**src/rtl/i3ct_pkg.sv**
```systemverilog
package i3ct_pkg;

   typedef enum logic [2:0] {
      ST_IDLE,
      ST_HDR,
      ST_ACK,
      ST_WR,
      ST_RD,
      ST_RDEND,
      ST_SKIP
   } xfer_st_e;

   localparam int FLAG_N   = 8;
   localparam int FL_MATCH = 0;
   localparam int FL_STOP  = 1;
   localparam int FL_RSTRT = 2;
   localparam int FL_DONE  = 3;
   localparam int FL_PAR   = 4;
   localparam int FL_WOVF  = 5;
   localparam int FL_RXOV  = 6;
   localparam int FL_TXUN  = 7;

   localparam logic [7:0] UNDERRUN_BYTE = 8'hFF;

endpackage

```
**src/rtl/i3ct_busmon.sv**
```systemverilog
module i3ct_busmon #(
   parameter int SYNC_STAGES = 2
) (
   input  logic clk,
   input  logic rst_n,
   input  logic scl_i,
   input  logic sda_i,
   output logic sda_s,
   output logic scl_rise,
   output logic scl_fall,
   output logic start_det,
   output logic stop_det
);

   logic scl_s;
   logic scl_q;
   logic sda_q;

   generate
      if (SYNC_STAGES > 0) begin : g_sync
         logic [SYNC_STAGES-1:0] scl_r;
         logic [SYNC_STAGES-1:0] sda_r;
         always_ff @(posedge clk or negedge rst_n) begin
            if (!rst_n) begin
               scl_r <= '1;
               sda_r <= '1;
            end else begin
               scl_r[0] <= scl_i;
               sda_r[0] <= sda_i;
               for (int k = 1; k < SYNC_STAGES; k++) begin
                  scl_r[k] <= scl_r[k-1];
                  sda_r[k] <= sda_r[k-1];
               end
            end
         end
         assign scl_s = scl_r[SYNC_STAGES-1];
         assign sda_s = sda_r[SYNC_STAGES-1];
      end else begin : g_direct
         assign scl_s = scl_i;
         assign sda_s = sda_i;
      end
   endgenerate

   always_ff @(posedge clk or negedge rst_n) begin
      if (!rst_n) begin
         scl_q <= 1'b1;
         sda_q <= 1'b1;
      end else begin
         scl_q <= scl_s;
         sda_q <= sda_s;
      end
   end

   assign scl_rise  = scl_s & ~scl_q;
   assign scl_fall  = ~scl_s & scl_q;
   assign start_det = scl_s & scl_q & sda_q & ~sda_s;
   assign stop_det  = scl_s & scl_q & ~sda_q & sda_s;

endmodule

```
**src/rtl/i3ct_slot.sv**
```systemverilog
module i3ct_slot #(
   parameter int W = 8
) (
   input  logic         clk,
   input  logic         rst_n,
   input  logic         wr_i,
   input  logic [W-1:0] wdat_i,
   input  logic         rd_i,
   output logic         full_o,
   output logic [W-1:0] data_o
);

   logic accept;

   assign accept = wr_i & (~full_o | rd_i);

   always_ff @(posedge clk or negedge rst_n) begin
      if (!rst_n) begin
         full_o <= 1'b0;
         data_o <= '0;
      end else begin
         full_o <= (full_o & ~rd_i) | accept;
         if (accept) data_o <= wdat_i;
      end
   end

endmodule

```
**src/rtl/i3ct_flags.sv**
```systemverilog
module i3ct_flags #(
   parameter int N = 8
) (
   input  logic         clk,
   input  logic         rst_n,
   input  logic [N-1:0] set_i,
   input  logic [N-1:0] clr_i,
   output logic [N-1:0] flags_o
);

   generate
      for (genvar i = 0; i < N; i++) begin : g_bit
         always_ff @(posedge clk or negedge rst_n) begin
            if (!rst_n) flags_o[i] <= 1'b0;
            else        flags_o[i] <= (flags_o[i] & ~clr_i[i]) | set_i[i];
         end
      end
   endgenerate

endmodule

```
**src/rtl/i3ct_xfer.sv**
```systemverilog
module i3ct_xfer
   import i3ct_pkg::*;
#(
   parameter int LEN_W = 8
) (
   input  logic              clk,
   input  logic              rst_n,
   input  logic              scl_rise,
   input  logic              scl_fall,
   input  logic              start_det,
   input  logic              stop_det,
   input  logic              sda_s,
   input  logic              mode_i3c,
   input  logic [6:0]        dyn_addr,
   input  logic [LEN_W-1:0]  max_wr_len,
   input  logic [LEN_W-1:0]  max_rd_len,
   input  logic              rx_full,
   input  logic              rx_pop,
   input  logic              tx_full,
   input  logic [7:0]        tx_data,
   output logic              rx_wr,
   output logic [7:0]        rx_wdat,
   output logic              tx_rd,
   output logic              sda_oe,
   output logic              sda_o,
   output logic              rnw,
   output logic [FLAG_N-1:0] flag_set
);

   localparam int CNT_W = LEN_W + 1;

   xfer_st_e         st, st_n;
   logic [3:0]       bcnt, bcnt_n;
   logic [7:0]       sh, sh_n;
   logic [CNT_W-1:0] wcnt, wcnt_n, rcnt, rcnt_n;
   logic             hit, hit_n, more, more_n;
   logic             oe_n, o_n, rnw_n;
   logic             load;
   logic             active;
   logic             nxt_more;

   assign active   = (st == ST_WR) || (st == ST_RD) || (st == ST_RDEND);
   assign nxt_more = tx_full && (rcnt < {1'b0, max_rd_len});

   always_comb begin
      st_n     = st;
      bcnt_n   = bcnt;
      sh_n     = sh;
      wcnt_n   = wcnt;
      rcnt_n   = rcnt;
      hit_n    = hit;
      more_n   = more;
      oe_n     = sda_oe;
      o_n      = sda_o;
      rnw_n    = rnw;
      flag_set = '0;
      rx_wr    = 1'b0;
      rx_wdat  = sh;
      tx_rd    = 1'b0;
      load     = 1'b0;
      if (start_det) begin
         flag_set[FL_RSTRT] = active;
         flag_set[FL_DONE]  = active;
         st_n   = mode_i3c ? ST_HDR : ST_SKIP;
         bcnt_n = '0;
         wcnt_n = '0;
         rcnt_n = '0;
         oe_n   = 1'b0;
         o_n    = 1'b1;
      end else if (stop_det) begin
         flag_set[FL_STOP] = active;
         flag_set[FL_DONE] = active;
         st_n = ST_IDLE;
         oe_n = 1'b0;
         o_n  = 1'b1;
      end else begin
         case (st)
            ST_HDR: if (scl_rise) begin
               sh_n   = {sh[6:0], sda_s};
               bcnt_n = bcnt + 4'd1;
               if (bcnt == 4'd7) begin
                  st_n   = ST_ACK;
                  bcnt_n = '0;
                  hit_n  = (sh[6:0] == dyn_addr);
                  if (sh[6:0] == dyn_addr) begin
                     rnw_n              = sda_s;
                     flag_set[FL_MATCH] = 1'b1;
                  end
               end
            end
            ST_ACK: if (scl_fall) begin
               if (bcnt == 4'd0) begin
                  bcnt_n = 4'd1;
                  if (!hit) st_n = ST_SKIP;
                  else begin
                     oe_n = 1'b1;
                     o_n  = 1'b0;
                  end
               end else if (rnw) begin
                  load = 1'b1;
                  st_n = ST_RD;
               end else begin
                  bcnt_n = '0;
                  oe_n   = 1'b0;
                  o_n    = 1'b1;
                  st_n   = ST_WR;
               end
            end
            ST_WR: if (scl_rise) begin
               if (bcnt < 4'd8) begin
                  sh_n   = {sh[6:0], sda_s};
                  bcnt_n = bcnt + 4'd1;
               end else begin
                  bcnt_n            = '0;
                  rx_wr             = 1'b1;
                  flag_set[FL_RXOV] = rx_full & ~rx_pop;
                  flag_set[FL_PAR]  = (sda_s == ^sh);
                  flag_set[FL_WOVF] = (wcnt >= {1'b0, max_wr_len});
                  wcnt_n            = (&wcnt) ? wcnt : wcnt + 1'b1;
               end
            end
            ST_RD: begin
               if (scl_fall) begin
                  if (bcnt < 4'd7) begin
                     bcnt_n = bcnt + 4'd1;
                     o_n    = sh[3'd6 - bcnt[2:0]];
                  end else if (bcnt == 4'd7) begin
                     bcnt_n = 4'd8;
                     more_n = nxt_more;
                     o_n    = nxt_more;
                  end else if (more) begin
                     load = 1'b1;
                  end else begin
                     oe_n = 1'b0;
                     o_n  = 1'b1;
                     st_n = ST_RDEND;
                  end
               end else if (scl_rise && bcnt == 4'd8 && more) begin
                  oe_n = 1'b0;
               end
            end
            default: ;
         endcase
      end
      if (load) begin
         tx_rd             = tx_full;
         flag_set[FL_TXUN] = ~tx_full;
         sh_n              = tx_full ? tx_data : UNDERRUN_BYTE;
         oe_n              = 1'b1;
         o_n               = tx_full ? tx_data[7] : UNDERRUN_BYTE[7];
         bcnt_n            = '0;
         rcnt_n            = (&rcnt) ? rcnt : rcnt + 1'b1;
      end
   end

   always_ff @(posedge clk or negedge rst_n) begin
      if (!rst_n) begin
         st     <= ST_IDLE;
         bcnt   <= '0;
         sh     <= '0;
         wcnt   <= '0;
         rcnt   <= '0;
         hit    <= 1'b0;
         more   <= 1'b0;
         sda_oe <= 1'b0;
         sda_o  <= 1'b1;
         rnw    <= 1'b0;
      end else begin
         st     <= st_n;
         bcnt   <= bcnt_n;
         sh     <= sh_n;
         wcnt   <= wcnt_n;
         rcnt   <= rcnt_n;
         hit    <= hit_n;
         more   <= more_n;
         sda_oe <= oe_n;
         sda_o  <= o_n;
         rnw    <= rnw_n;
      end
   end

endmodule

```
**src/rtl/i3c_priv_target.sv**
```systemverilog
module i3c_priv_target
   import i3ct_pkg::*;
#(
   parameter int LEN_W       = 8,
   parameter int SYNC_STAGES = 2
) (
   input  logic              clk,
   input  logic              rst_n,
   input  logic              mode_i3c_i,
   input  logic [6:0]        dyn_addr_i,
   input  logic [LEN_W-1:0]  max_wr_len_i,
   input  logic [LEN_W-1:0]  max_rd_len_i,
   input  logic              scl_i,
   input  logic              sda_i,
   output logic              sda_oe_o,
   output logic              sda_o,
   output logic [7:0]        rx_data_o,
   output logic              rx_full_o,
   input  logic              rx_pop_i,
   input  logic [7:0]        tx_data_i,
   input  logic              tx_push_i,
   output logic              tx_full_o,
   output logic              rnw_o,
   output logic [FLAG_N-1:0] flags_o,
   input  logic [FLAG_N-1:0] flags_clr_i
);

   generate
      if (LEN_W < 1 || LEN_W > 16) begin : g_bad_len
         $error("LEN_W must lie in 1..16");
      end
      if (SYNC_STAGES < 0 || SYNC_STAGES > 4) begin : g_bad_sync
         $error("SYNC_STAGES must lie in 0..4");
      end
   endgenerate

   logic              sda_s, scl_rise, scl_fall, start_det, stop_det;
   logic              rx_wr, tx_rd;
   logic [7:0]        rx_wdat, tx_q;
   logic [FLAG_N-1:0] flag_set;

   i3ct_busmon #(.SYNC_STAGES(SYNC_STAGES)) u_busmon (
      .clk       (clk),
      .rst_n     (rst_n),
      .scl_i     (scl_i),
      .sda_i     (sda_i),
      .sda_s     (sda_s),
      .scl_rise  (scl_rise),
      .scl_fall  (scl_fall),
      .start_det (start_det),
      .stop_det  (stop_det)
   );

   i3ct_xfer #(.LEN_W(LEN_W)) u_xfer (
      .clk        (clk),
      .rst_n      (rst_n),
      .scl_rise   (scl_rise),
      .scl_fall   (scl_fall),
      .start_det  (start_det),
      .stop_det   (stop_det),
      .sda_s      (sda_s),
      .mode_i3c   (mode_i3c_i),
      .dyn_addr   (dyn_addr_i),
      .max_wr_len (max_wr_len_i),
      .max_rd_len (max_rd_len_i),
      .rx_full    (rx_full_o),
      .rx_pop     (rx_pop_i),
      .tx_full    (tx_full_o),
      .tx_data    (tx_q),
      .rx_wr      (rx_wr),
      .rx_wdat    (rx_wdat),
      .tx_rd      (tx_rd),
      .sda_oe     (sda_oe_o),
      .sda_o      (sda_o),
      .rnw        (rnw_o),
      .flag_set   (flag_set)
   );

   i3ct_slot #(.W(8)) u_rx_slot (
      .clk    (clk),
      .rst_n  (rst_n),
      .wr_i   (rx_wr),
      .wdat_i (rx_wdat),
      .rd_i   (rx_pop_i),
      .full_o (rx_full_o),
      .data_o (rx_data_o)
   );

   i3ct_slot #(.W(8)) u_tx_slot (
      .clk    (clk),
      .rst_n  (rst_n),
      .wr_i   (tx_push_i),
      .wdat_i (tx_data_i),
      .rd_i   (tx_rd),
      .full_o (tx_full_o),
      .data_o (tx_q)
   );

   i3ct_flags #(.N(FLAG_N)) u_flags (
      .clk     (clk),
      .rst_n   (rst_n),
      .set_i   (flag_set),
      .clr_i   (flags_clr_i),
      .flags_o (flags_o)
   );

endmodule

```
**config.mk**
```make
export PLATFORM = sky130hd
export DESIGN_NAME = i3c_priv_target
export DESIGN_NICKNAME = d
export VERILOG_FILES = /design/src/rtl/i3ct_pkg.sv /design/src/rtl/i3ct_busmon.sv /design/src/rtl/i3ct_slot.sv /design/src/rtl/i3ct_flags.sv /design/src/rtl/i3ct_xfer.sv /design/src/rtl/i3c_priv_target.sv
export SDC_FILE = /design/constraint.sdc
export NUM_CORES = 1
export LEC_CHECK = 0
export BUFFER_PORTS_ARGS = -buffer_cell sky130_fd_sc_hd__buf_2
export CORE_ASPECT_RATIO = 1.4
export CORE_UTILIZATION = 45
export CTS_CLUSTER_DIAMETER = 80
export DETAILED_ROUTE_END_ITERATION = 8
export PLACE_DENSITY = 0.66
export SLEW_MARGIN = 40
export SYNTH_ARGS = -nofsm -noshare
export SYNTH_HDL_FRONTEND = slang
export SYNTH_SLANG_ARGS = --single-unit
```
**constraint.sdc**
```tcl
create_clock -name clk -period 4.7 [get_ports clk]
set_clock_uncertainty 0.2 [all_clocks]
set_input_delay 1.41 -clock clk [delete_from_list [all_inputs] [get_ports clk]]
set_output_delay 1.41 -clock clk [all_outputs]
set_load 0.02 [all_outputs]
```
After elaboration in Yosys (flattened, before gate mapping)
Cells that the tools add are included.
- bits in registers: 70
- output and inout port bits: 21
- add/sub/neg operators: 4
- order comparisons: 5
- eq/ne operators: 42
- multiplexer cells: 104
- bitwise gates (word level): 50
- reduce and logical (&&, ||, !) cells: 26
- operators by type and width (kind ; count):
    $mux W9 ; 9
    $mux W8 ; 7
    $mux W3 ; 18
    $mux W4 ; 13
    $mux W1 ; 49
    $reduce_and A9 Y1 ; 3
    $reduce_and A6 Y1 ; 4
    $ne A4 B4 Y1 const B ; 5
    $and A1 B1 Y1 ; 19
    $not A1 Y1 ; 19
    $add A9 B1 Y9 const B ; 2
    $ne A6 B5 Y1 const B ; 3
    $ne A4 B3 Y1 const B ; 4
    $pmux W4 S4 ; 1
    $pmux W8 S2 ; 1
    $reduce_and A8 Y1 ; 2
    $ne A5 B4 Y1 const B ; 3
    $ne A6 B6 Y1 const B ; 2
    $or A1 B1 Y1 ; 12
    $ne A5 B5 Y1 const B ; 2
    $reduce_and A5 Y1 ; 2
    $reduce_bool A5 Y1 ; 2
    $ge A9 B8 Y1 ; 1
    $lt A9 B8 Y1 ; 1
    other kinds (31) ; 47

Longest topological paths before layout
Gate-level depths: netlist of the first run.
- depth in word-level cells: 11
- depth in mapped cells: 9
- depth with buffers taken out: 9

Modules after synthesis
A second synthesis of the first run with hierarchy kept.
- cells, all modules: 426
- area, all modules: 4281.6 µm²
- by module, submodules not included (module ; instances ; cells an instance ; area an instance (µm²) ; seq. area each (µm²)):
    i3ct_xfer ; 1 ; 352 ; 3045.4 ; 952.2
    i3ct_slot ; 2 ; 20 ; 377.9 ; 225.2
    i3ct_flags ; 1 ; 24 ; 290.3 ; 200.2
    i3ct_busmon ; 1 ; 10 ; 190.2 ; 157.7

Worst setup path after synthesis of the first run
No wires, ideal clock.
- path kind: in2reg
- start: in max_rd_len_i[7]
- end: reg u_xfer.sda_o
- setup time: 0.081 ns
- data arrival time: 2.489 ns
- required time: 4.419 ns
- setup slack: 1.929 ns
- cell stages on the path: 5
- cell sequence: inv_1 -> ha_1 -> a2111oi_0 -> o211ai_1 -> o211ai_1
- word-level cells in the longest chain between the ends: 9
- ends and longest elaborated chain (element ; RTL line ; source):
    from (decl) ; i3c_priv_target.sv:12 ; input logic [LEN_W-1:0] max_rd_len_i,
    $lt A9 B8 Y1 ; i3ct_xfer.sv:43 ; assign nxt_more = tx_full && (rcnt < {1'b0, max_rd_len});
    $logic_and A1 B1 Y1 ; i3ct_xfer.sv:43 ;
    $mux W1 ; i3ct_xfer.sv:127 ; end else if (bcnt == 4'd7) begin
    $mux W1 ; i3ct_xfer.sv:124 ; if (bcnt < 4'd7) begin
    $mux W1 ; i3ct_xfer.sv:123 ; if (scl_fall) begin
    $pmux W1 S2 ; i3ct_xfer.sv:77 ; case (st)
    $mux W1 ; i3ct_xfer.sv:70 ; end else if (stop_det) begin
    $mux W1 ; i3ct_xfer.sv:61 ; if (start_det) begin
    $mux W1 ; i3ct_xfer.sv:145 ; if (load) begin
    to (signal assigned) ; i3ct_xfer.sv:177 ; sda_o <= o_n;
    to (decl) ; i3ct_xfer.sv:25 ; output logic sda_o,
Every way passes these cells. The select of a mux whose other input is x is not followed.
A chain may end at the register's enable or synchronous reset.

Worst setup path after layout of the first run
- start: reg u_xfer.st[2]
- end: reg u_xfer.sda_o
- word-level cells in the longest chain between the ends: 6
- elaborated cells between the ends (all ways): 16
- ends and longest elaborated chain (element ; RTL line ; source):
    from (decl) ; i3ct_xfer.sv:32 ; xfer_st_e st, st_n;
    from (signal assigned) ; i3ct_xfer.sv:169 ; st <= st_n;
    $eq A3 B3 Y1 / $eq A3 B2 Y1 (equally long branches) ; i3ct_xfer.sv:77 ;
    $pmux W1 S2 ; i3ct_xfer.sv:77 ;
    $mux W1 ; i3ct_xfer.sv:70 ;
    $mux W1 ; i3ct_xfer.sv:61 ;
    $ne A7 B7 Y1 (no source line) (tied with other cells) ; n/a ;
    $reduce_and A6 Y1 (no source line) ; n/a ;
Parallel ways exist; a longest one is shown, timed or not.

==> results of run 1 <==
## logic make-up after synthesis
family,Yosys count,share of synthesized area
AO/OA/AOI/OAI,91,0.1417
XOR/XNOR,25,0.05277
adder cells (fa/ha/maj),23,0.06936
buffers and inverters,47,0.04644
flip-flops,70,0.4243
multiplexers,35,0.09650
AND/OR/NAND/NOR,127,0.1689
## cells in the final DEF, fill, tap and decap left out, drive strengths merged, types with 11 or more instances in the layout
cell / instances
buf: 68
dfrtp: 63
nand2: 36
inv: 30
a21oi: 25
o21ai: 25
ha: 23
mux2: 20
xor2: 14
nor2: 13
nor3: 13
mux2i: 13
xnor2: 11
nand3: 11
## cells in the mapped netlist (9+ instances only)
cell type,count
mux2_2,20
nand2_1,36
ha_1,23
mux2i_1,13
o22ai_1,9
nor3_1,13
inv_1,30
a21oi_1,24
nand4_1,9
nor2_1,13
o21ai_0,24
xor2_1,14
nand3_1,11
dfrtp_1,63
xnor2_1,11
## cell type report
| cell class | count | area, um2 |
|---|---|---|
| Sequential cell | 70 | 1760 |
| Clock inverter | 4 | 26.28 |
| Timing Repair Buffer | 68 | 345.3 |
| Tap cell | 107 | 133.9 |
| Inverter | 31 | 116.4 |
| Multi-Input combinational cell | 301 | 2196 |
| Clock buffer | 10 | 229.0 |
| Fill cell | 809 | 4170 |
## sequential cells by signal (all words and copies together), names as in the netlist, 2 cells and up
signal	cells
u_xfer.wcnt	9
u_rx_slot.data_o	8
u_xfer.bcnt	4
u_xfer.st	3
u_busmon.g_sync.scl_r	2
u_xfer.rcnt	9
u_flags.flags_o	8
u_tx_slot.data_o	8
u_xfer.rx_wdat	8
u_busmon.g_sync.sda_r	2
## routing by layer
layer	part of all wire	wire (um)	global-route usage
met1	0.42	4047	0.2645
met2	0.51	4957	0.3590
met3	0.051	493	0.04630
met4	0.017	166	0.08506
met5	0	0	0
## worst max path at each step
stage,from,end,slack [ns],cells past startpoint
2_1_floorplan,max_rd_len_i[7],u_xfer.sda_o,1.93,5
6_report,u_xfer.st[2],u_xfer.sda_o,1.80,5
5_1_grt,u_xfer.st[2],u_xfer.rcnt[7],1.62,5
3_5_place_dp,max_rd_len_i[7],u_xfer.sda_o,1.68,6
4_1_cts,u_xfer.st[2],u_xfer.sda_o,1.83,5
3_3_place_gp,max_wr_len_i[0],u_flags.flags_o[5],1.74,7
## metrics by stage
stage,std cells,total power (W),utilization
after floorplan,418,0.001366,-
after global placement,577,0.001540,0.5070
after detailed placement,577,0.001555,0.5070
after CTS,591,0.002160,0.5355
after global routing,591,0.002278,0.5355
final,591,0.002143,0.5355
## power groups by stage
stage	sequential, W	clock, W	combinational [W]
4_1_cts	0.000850	0.000612	0.000699
2_1_floorplan	0.000807	0	0.000558
5_1_grt	0.000867	0.000641	0.000770
3_3_place_gp	0.000855	0	0.000685
6_report	0.000850	0.000595	0.000698
3_5_place_dp	0.000860	0	0.000695
## worst reg2reg max path, delay by kind of cell (launching register included)
family	cells	cell delay, ns
AO/OA/AOI/OAI	3	0.78
flip-flops	1	0.59
AND/OR/NAND/NOR	2	1.25
==> out/summary.txt, run 1 <==
Clock buffer depth: 2
Post-route cell area: 4807 um2
Internal power: 0.001402 W
CP Max Fanout: 23
Clock share of power: 0.278
Post-synth cell types: 56
Final HPWL DP: 7.251 mm
Die height: 115.6 um
CTS Root Cell: clkbuf_16
TritonCTS clock tree: done
Hold_sp: u_busmon.g_sync.sda_r[0]
Power density cells: 445.8 nW/um2
Core ar.: 8977 um2
Die Wd: 83.15 um
Total Wirelength: 9.664 mm
Synth Instances: 418
Number of global-route vias before repair: 3256
Final TNS setup: 0 ns
Syn nets: 487
Min-delay worst type: reg -> reg
P_leak: 2.350 nW
CTS Buf Count: 9
Net switching power: 0.0007416 W
Critical Path Sink Type: flip-flop
Worst-Margin Slew: 0.7708 ns
First-pass GRT wire length: 16.10 mm
Final Max Slew Viols: 0
Ant. Diodes: 0
Routability cong.: 0.8998
Worst VDD drop: 0.2389 mV
Initial Utilization: 0.4622
CP required: 4.74 ns
Die ar.: 9613 um2
Max-cap violation count: 0
GRT overflow: 0
EDFF count, synth: 0
Critical path type: reg -> reg
Worst hold slack: 0.1585 ns
CP max stage cell: nor3b_2
Hold Path Depth: 0
Startpoint types: flip-flop
DRT iter0 DRCs: 256
Mean routed wirelength per cell: 16.35 um
Reg2reg path depth: 5
Internal reg-to-reg setup slack: 1.80 ns
Resized cells post-CTS: 0
Post-Syn Area: 4149 um2
Syn-to-layout area delta: 15.86%
Sw Share: 0.3460
Synth warn: 0
Final setup vio count: 0
Area contributors post-synth: dfrtp_1 (38%), ha_1 (6.9%), mux2_2 (5.4%), dfstp_2 (4.4%), nand2_1 (3.3%)
Htree depth: 3
IO Pins: 67
Yosys reg bits: 70
Min Tclk post-route: 2.901 ns
Crit path max-delay family: simple AND/OR/NAND/NOR gates
Share of the yosys chip area belonging to registers: 0.4243
Hold buffer count at cts: 0
Max frequency: 0.3447 GHz
DR pass1 iterations: 4
Post-Syn Area per Cell: 9.926 um2
Hold Crit Endpoint: u_busmon.g_sync.sda_r[1]
Max transition margin: 0.4834
DRC violations left: 0
Critical path's largest stage delay: 0.63 ns
Total global-route track usage: 0.2118
Number of post-CTS setup repair buffers: 0
Final worst setup slack: 1.799 ns
Placed cell areas: 4552 um2
Clk pin slew, worst setup/hold paths: 0.05 ns
Bufs and invs on worst path: 0
Ratio of cells with drive above 1 in the final layout: 0.2500
Critical Path, Cell by Cell: nor3b_2 > a2111o_1 > or2_1 > o21ai_0 > o211ai_1
Outcome: completed
I/O Buffers: 66
TritonCTS Sinks: 70
Worst-skew pair later-pin latency: 0.33 ns
Worst r2r src: u_xfer.st[2]
Yosys top cell by area: dfrtp_1
Critical R2R Capture: u_xfer.sda_o
Unrepaired setup endpoints after global routing: no
Fin crit share: 0.6172
Largest net degree at the start of global routing: 29
Synth Flop Type: dfrtp_1
Routed vias: 3354
Arrival time at the worst endpoint: 2.95 ns
Initial antenna violation count: 0
Top cell type's share of synthesized area: 0.3800
Post-detailed-route count of antenna-violating nets: 0
Row count: 41
Place WS: 1.682 ns
Vias per cell: 5.675
Asr flop ratio synth: 1.000
Hold violation count in the final report: 0
Fin nets: 550
Gate power share: 0.326
Flop pwr share: 0.397
Power figures use the tool's default switching activity.
==> run 2: changes to the inputs <==
ABC_AREA = 1   (was not set)
PLACE_DENSITY = 0.68   (was 0.66)
clock period = 2.5 ns   (was 4.7 ns; I/O delays follow)
==> run 2 against run 1 <==
Effect of this change: the flow now finishes with violations (design-rule violations); flip-flop and latch count did not move; final area grew 6.6%; combinational power is 130% higher; worst setup slack got worse by 1.6 ns; non-clock buffer count up 10; area after synthesis grew 3.4%; final cell count grew 27%; core utilization grew 2.6 points; highest routed layer unchanged; die area grew 3.4%; critical path depth increased by 5.
==> out/summary.txt, run 2 <==
Outcome: finished, violations left
Failing checks: design-rule violations
Htree depth: 3 (unchanged)
CTS Buf Count: 9 (unchanged)
Clock buffer depth: 2 (unchanged)
Final setup vio count: 0 (unchanged)
Worst setup path startpoint: u_xfer.bcnt[0]
DRT iter0 DRCs: 185 (-28%)
Sw Share: 0.3805 (+0.03448)
Largest net degree at the start of global routing: 71 (+140%)
Routability cong.: 0.9280 (+3.1%)
Compound-Gate Fraction of Synth Area: 0.09679 (-0.04494)
EDFF count, synth: 0 (unchanged)
Most common cell in the netlist: nand2_1
First-pass GRT wire length: 17.68 mm (+9.8%)
Total global-route track usage: 0.2231 (+0.01125)
Mean routed wirelength per cell: 13.78 um (-16%)
Ratio of cells with drive above 1 in the final layout: 0.2034 (-0.04658)
Yosys top cell by area: dfrtp_1
Post-synthesis adder-cell area fraction: 0.06706 (-0.002305)
Row count: 41 (unchanged)
DR WL met3: 353 um (-28%)
IO Pins: 67 (unchanged)
DR pass1 iterations: 7 (+3)
CP required: 2.51 ns (-2.23 ns)
Die height: 117.6 um (+1.7%)
Vias per cell: 5.225 (-7.9%)
Critical path type: reg -> reg
Clk pin slew, worst setup/hold paths: 0.06 ns (about the same)
Worst-skew pair later-pin latency: 0.33 ns (about the same)
Hold buffer count at cts: 0 (unchanged)
Critical path depth in cells: 10 (+5)
Critical Path Sink Type: flip-flop
Max-cap violation count: 0 (unchanged)
Largest family of logic cells by synthesized area: simple AND/OR/NAND/NOR gates
Min-delay worst type: reg -> reg
Dpl cells: 731 (+27%)
Area contributors post-synth: dfrtp_1 (37%), nand2_1 (12%), inv_1 (6.8%), ha_1 (6.7%), nand3_1 (4.8%)
Fill cells: 882 (+9.0%)
Multi-input logic area: 2158 um2 (-1.7%)
Critical path's largest stage delay: 0.48 ns (-0.15 ns)
Die Wd: 84.54 um (+1.7%)
P_leak: 2.758 nW (+17%)
Share of the yosys chip area belonging to registers: 0.4102 (-0.01410)
Hold Path Depth: 0 (unchanged)
Max frequency: 0.4360 GHz (+26%)
Mux contribution to synthesized area: 0.01837 (-0.07813)
I/O Buffers: 66 (unchanged)
Post-Synth XOR/XNOR Area: 0.03878 (-0.01400)
Synth warn: 0 (unchanged)
Max transition margin: 0.6389 (+0.1555)
Commonest cells after routing, fill and taps aside: nand2_1 (141), inv_1 (78), buf_2 (66)
CTS Root Cell: clkbuf_16
Hold_sp: u_busmon.g_sync.scl_r[0]
Top Layer Used: met4
Reg2reg path depth: 10 (+5)
Initial Utilization: 0.4700 (+0.007832)
Ant. Diodes: 0 (unchanged)
Worst VDD drop: 0.5612 mV (+130%)
Most frequent cells after synthesis: nand2_1 (141), inv_1 (78), dfrtp_1 (63)
Post-Syn Area: 4292 um2 (+3.4%)
Post-synth cell types: 38 (-32%)
Placed cell areas: 4766 um2 (+4.7%)
Synth Instances: 562 (+34%)
CP max stage cell: dfrtp_1
Total Wirelength: 10.35 mm (+7.1%)
Top flop regs: u_xfer.rcnt: 9 flops, u_xfer.wcnt: 9 flops
Hold violation count in the final report: 0 (unchanged)
Internal power: 0.002829 W (+100%)
Met1 Wirelength: 4.181 mm (+3.3%)
Post-route non-filler standard cell count: 751 (+27%)
GRT overflow: 0 (unchanged)
Startpoint types: flip-flop
TritonCTS clock tree: done
Syn-to-layout area delta: 19.36%
Asr flop ratio synth: 1.000 (unchanged)
Power density cells: 891.4 nW/um2 (+100%)
Worst-Margin Slew: 0.5375 ns (-0.2333 ns)
Post-Syn Area per Cell: 7.636 um2 (-23%)
DRC violations left: 3 (+3)
Net switching power: 0.001738 W (+130%)
Crit path max-delay family: simple AND/OR/NAND/NOR gates
Post-Synth Simple-Gate Area: 0.2802 (+0.1113)
Critical Path, Cell by Cell: inv_1 > ha_1 > nand3_1 > nand2_1 > nand2_1 > nand4_4 > buf_4 > buf_4 > nand2_1 > a31oi_1
FF/Latch Area: 1760 um2 (unchanged)
CP Max Fanout: 11 (-52%)
Core ar.: 9131 um2 (+1.7%)
Syn nets: 631 (+30%)
Total power: 0.004566 W (+110%)
Fin crit share: 0.9174 (+0.3003)
Flop pwr share: 0.351 (-0.046)
Yosys reg bits: 70 (unchanged)
DR WL met2: 5.556 mm (+12%)
Worst hold slack: 0.1543 ns (-0.004157 ns)
CP dominant cell by count: nand2_1
Die ar.: 9937 um2 (+3.4%)
Post-detailed-route count of antenna-violating nets: 0 (unchanged)
Number of global-route vias before repair: 3906 (+20%)
Routed vias: 3924 (+17%)
Fin nets: 708 (+29%)
Top cell type's share of synthesized area: 0.3673 (-0.01263)
Gate power share: 0.351 (+0.025)
Final Max Slew Viols: 0 (unchanged)
Arrival time at the worst endpoint: 2.30 ns (-0.65 ns)
Bufs and invs on worst path: 3 (+3)
TritonCTS Sinks: 70 (unchanged)
Most common cell after layout, fill and taps aside: nand2_1
Initial antenna violation count: 0 (unchanged)
Clock share of power: 0.298 (+0.020)
Final HPWL DP: 7.910 mm (+9.1%)
Worst r2r src: u_xfer.bcnt[0]
Min Tclk post-route: 2.294 ns (-0.6071 ns)
Synth Flop Type: dfrtp_1
Post-route cell area: 5122 um2 (+6.6%)
==> run 2: power by group through the flow <==
stage / clock network [W] / logic [W] / registers [W]
after floorplan: 0 / 0.00126 / 0.00150
after global placement: 0 / 0.00155 / 0.00162
after detailed placement: 0 / 0.00159 / 0.00162
after CTS: 0.00138 / 0.00160 / 0.00161
after global routing: 0.00143 / 0.00182 / 0.00163
final: 0.00136 / 0.00160 / 0.00160
==> run 2: timing repair <==
action | 4_1_cts | 5_1_grt
hold endpoints to repair | 0 | 0
setup buffers | 0 | 4
setup endpoints to repair | 0 | 18
resized for setup | 0 | 2
==> run 2: worst paths after layout <==
check / slack, ns / to
max in group asynchronous: 1.51 / u_busmon.scl_q
setup / recovery: 0.21 / u_xfer.rx_wdat[5]
min in group asynchronous: 0.21 / u_xfer.wcnt[7]
setup reg to reg: 0.21 / u_xfer.rx_wdat[5]
hold reg to reg: 0.15 / u_busmon.g_sync.scl_r[1]
hold / removal: 0.15 / u_busmon.g_sync.scl_r[1]
==> run 2: layout make-up <==
class	count	share of cell area
tap	107	0.02614
inverter	84	0.06253
clock inverter	6	0.01710
multi-input combinational	396	0.4213
clock buffer	10	0.04470
sequential	70	0.3437
timing repair buffer	78	0.08451
==> run 2: stage by stage <==
step / setup slack (ns) / TNS, ns / utilization
2_1_floorplan: 0.5239 / 0 / -
3_3_place_gp: 0.2268 / 0 / 0.5219
3_5_place_dp: 0.1787 / 0 / 0.5219
4_1_cts: 0.1771 / 0 / 0.5566
5_1_grt: -0.01248 / -0.02178 / 0.5610
6_report: 0.2064 / 0 / 0.5610
==> run 2: per-layer routing <==
layer  vias up  GRT usage
met5         -          0
met4         0    0.09746
met3        21    0.03927
met2        96     0.4085
met1      1831     0.2490
li1       1976          -
==> run 2: cells by family (layout without fill, tap and decap cells) <==
family | after synthesis | count (layout)
AO/OA/AOI/OAI | 75 | 75
flip-flops | 70 | 70
multiplexers | 7 | 7
buffers and inverters | 96 | 178
AND/OR/NAND/NOR | 272 | 272
adder cells (fa/ha/maj) | 23 | 23
XOR/XNOR | 19 | 19
==> run 3: changes to the inputs <==
PLACE_DENSITY = 0.65   (was 0.68)
==> run 3 against run 2 <==
Effect of this change: the run still ends with design-rule violations left; critical endpoint is now u_xfer.rcnt[3]; routed wire length rose by 0.58%; flip-flop and latch count stayed put; register-to-register slack gained 0.10 ns.
==> out/summary.txt, run 3 (synthesized netlist as in run 2, its figures left out) <==
Post-route cell area: 5101 um2 (-0.42%)
TritonCTS clock tree: done
Bufs and invs on worst path: 2 (-1)
Hold buffer count at cts: 0 (unchanged)
Total global-route track usage: 0.2231 (about the same)
Crit path max-delay family: simple AND/OR/NAND/NOR gates
Power density cells: 880.0 nW/um2 (-1.3%)
CTS Buf Count: 9 (unchanged)
Ant. Diodes: 0 (unchanged)
Post-detailed-route count of antenna-violating nets: 0 (unchanged)
Min Tclk post-route: 2.190 ns (-0.1040 ns)
DRC violations left: 6 (+3)
P_leak: 2.743 nW (-0.53%)
Core ar.: 9131 um2 (unchanged)
CP Max Fanout: 9 (-2)
Hold violation count in the final report: 0 (unchanged)
Row count: 41 (unchanged)
GRT met2 Usage: 0.4075 (-0.001016)
Die Wd: 84.54 um (unchanged)
Ratio of cells with drive above 1 in the final layout: 0.2012 (-0.002168)
Final Max Slew Viols: 0 (unchanged)
CP required: 2.53 ns (+0.02 ns)
CTS Root Cell: clkbuf_16
Max-cap violation count: 0 (unchanged)
Routability cong.: 0.9014 (-2.9%)
Initial antenna violation count: 0 (unchanged)
Die ar.: 9937 um2 (unchanged)
Mean routed wirelength per cell: 13.91 um (+0.98%)
GRT overflow: 0 (unchanged)
FF/Latch Area: 1760 um2 (unchanged)
GRT met1 Usage: 0.2519 (+0.002939)
Multi-input logic area: 2163 um2 (+0.23%)
Failing checks: design-rule violations
Vias per cell: 5.249 (+0.45%)
Final HPWL DP: 8.035 mm (+1.6%)
Startpoint types: flip-flop
Htree depth: 3 (unchanged)
Post-route non-filler standard cell count: 748 (-0.40%)
Dpl cells: 730 (-0.14%)
Critical path's largest stage delay: 0.39 ns (-0.09 ns)
Min-delay worst type: reg -> reg
Max frequency: 0.4567 GHz (+4.8%)
Critical path type: reg -> reg
I/O Buffers: 66 (unchanged)
Max transition margin: 0.6131 (-0.02579)
Fin crit share: 0.8758 (-0.04162)
Largest net degree at the start of global routing: 71 (unchanged)
Worst-Margin Slew: 0.5759 ns (+0.03838 ns)
Top flop regs: u_xfer.rcnt: 9 flops, u_xfer.wcnt: 9 flops
First-pass GRT wire length: 17.57 mm (-0.66%)
IO Pins: 67 (unchanged)
Clk pin slew, worst setup/hold paths: 0.06 ns (about the same)
Outcome: finished, violations left
Commonest cells after routing, fill and taps aside: nand2_1 (141), inv_1 (78), buf_2 (66)
Unrepaired setup endpoints after global routing: no
Clock buffer depth: 2 (unchanged)
Die height: 117.6 um (unchanged)
Number of global-route vias before repair: 3858 (-1.2%)
Total power: 0.004489 W (-1.7%)
Final TNS setup: 0 ns (unchanged)
Routed vias: 3926 (+0.051%)
Worst VDD drop: 0.6013 mV (+7.1%)
TritonCTS Sinks: 70 (unchanged)
DR pass1 iterations: 7 (unchanged)
Most common cell after layout, fill and taps aside: nand2_1
Busiest layer in global routing: met2
GRT met3 Usage: 0.04628 (+0.007013)
DRT iter0 DRCs: 281 (+52%)
Critical Path, Cell by Cell: ha_1 > nand3_1 > nor3_1 > nand2_1 > nor2_1 > ha_1 > inv_1 > o21ai_4 > inv_4 > nand2_1 > o21ai_1
CP max stage cell: dfrtp_1
Initial Utilization: 0.4700 (unchanged)
Syn-to-layout area delta: 18.86%
Fin nets: 705 (-0.42%)
Arrival time at the worst endpoint: 2.22 ns (-0.08 ns)
Final setup vio count: 0 (unchanged)
Placed cell areas: 4758 um2 (-0.16%)
Worst-skew pair later-pin latency: 0.34 ns (about the same)
Total Wirelength: 10.41 mm (+0.58%)
Fill cells: 882 (unchanged)
Worst hold slack: 0.1613 ns (+0.006934 ns)
Critical Path Sink Type: flip-flop
run 3: final cells by class:
class | instances | area share
Sequential cell | 70 | 0.3451
Timing Repair Buffer | 75 | 0.08290
Clock inverter | 6 | 0.01202
Clock buffer | 10 | 0.04685
Inverter | 84 | 0.06279
Tap cell | 107 | 0.02624
Multi-Input combinational cell | 396 | 0.4241
run 3: where the power goes:
group / switching (W) / internal, W / leakage [nW]
sequential: 0.000280 / 0.00134 / 0.903
combinational: 0.000973 / 0.000620 / 1.69
clock: 0.000486 / 0.000795 / 0.148
run 3: worst register-to-register path, stage by stage (launching register included):
cell	delay [ns]
dfrtp_1	0.39
ha_1	0.21
nand3_1	0.12
nor3_1	0.21
nand2_1	0.12
nor2_1	0.11
ha_1	0.15
inv_1	0.08
o21ai_4	0.27
inv_4	0.10
nand2_1	0.07
o21ai_1	0.05
run 3: worst paths after layout:
kind	depth (start not counted)	slack, ns	from	end
worst max-delay path	11	0.31	u_xfer.rcnt[1]	u_xfer.rcnt[3]
worst min-delay path	0	0.16	u_busmon.g_sync.sda_r[0]	u_busmon.g_sync.sda_r[1]
worst max register to register	11	0.31	u_xfer.rcnt[1]	u_xfer.rcnt[3]
worst min register to register	0	0.16	u_busmon.g_sync.sda_r[0]	u_busmon.g_sync.sda_r[1]
max in group asynchronous	2	1.52	rst_n	u_busmon.scl_q
min in group asynchronous	2	0.21	rst_n	u_xfer.wcnt[7]
run 3: stage by stage:
stage,worst slack [ns],utilization
finish,0.3105,0.5586
global route,0.05320,0.5586
CTS,0.1450,0.5540
detailed placement,0.1506,0.5211
global placement,0.2292,0.5211
floorplan,0.5239,-
run 3: repair_timing:
action | 4_1_cts | 5_1_grt
endpoints found under the setup margin | 0 | 21
setup buffers | 0 | 2
resized for setup | 0 | 3
run 3: per-layer routing:
| layer | vias up | part of all wire |
|---|---|---|
| met5 | - | 0 |
| met2 | 97 | 0.54 |
| met1 | 1851 | 0.40 |
| met3 | 18 | 0.037 |
| met4 | 0 | 0.023 |
| li1 | 1960 | - |
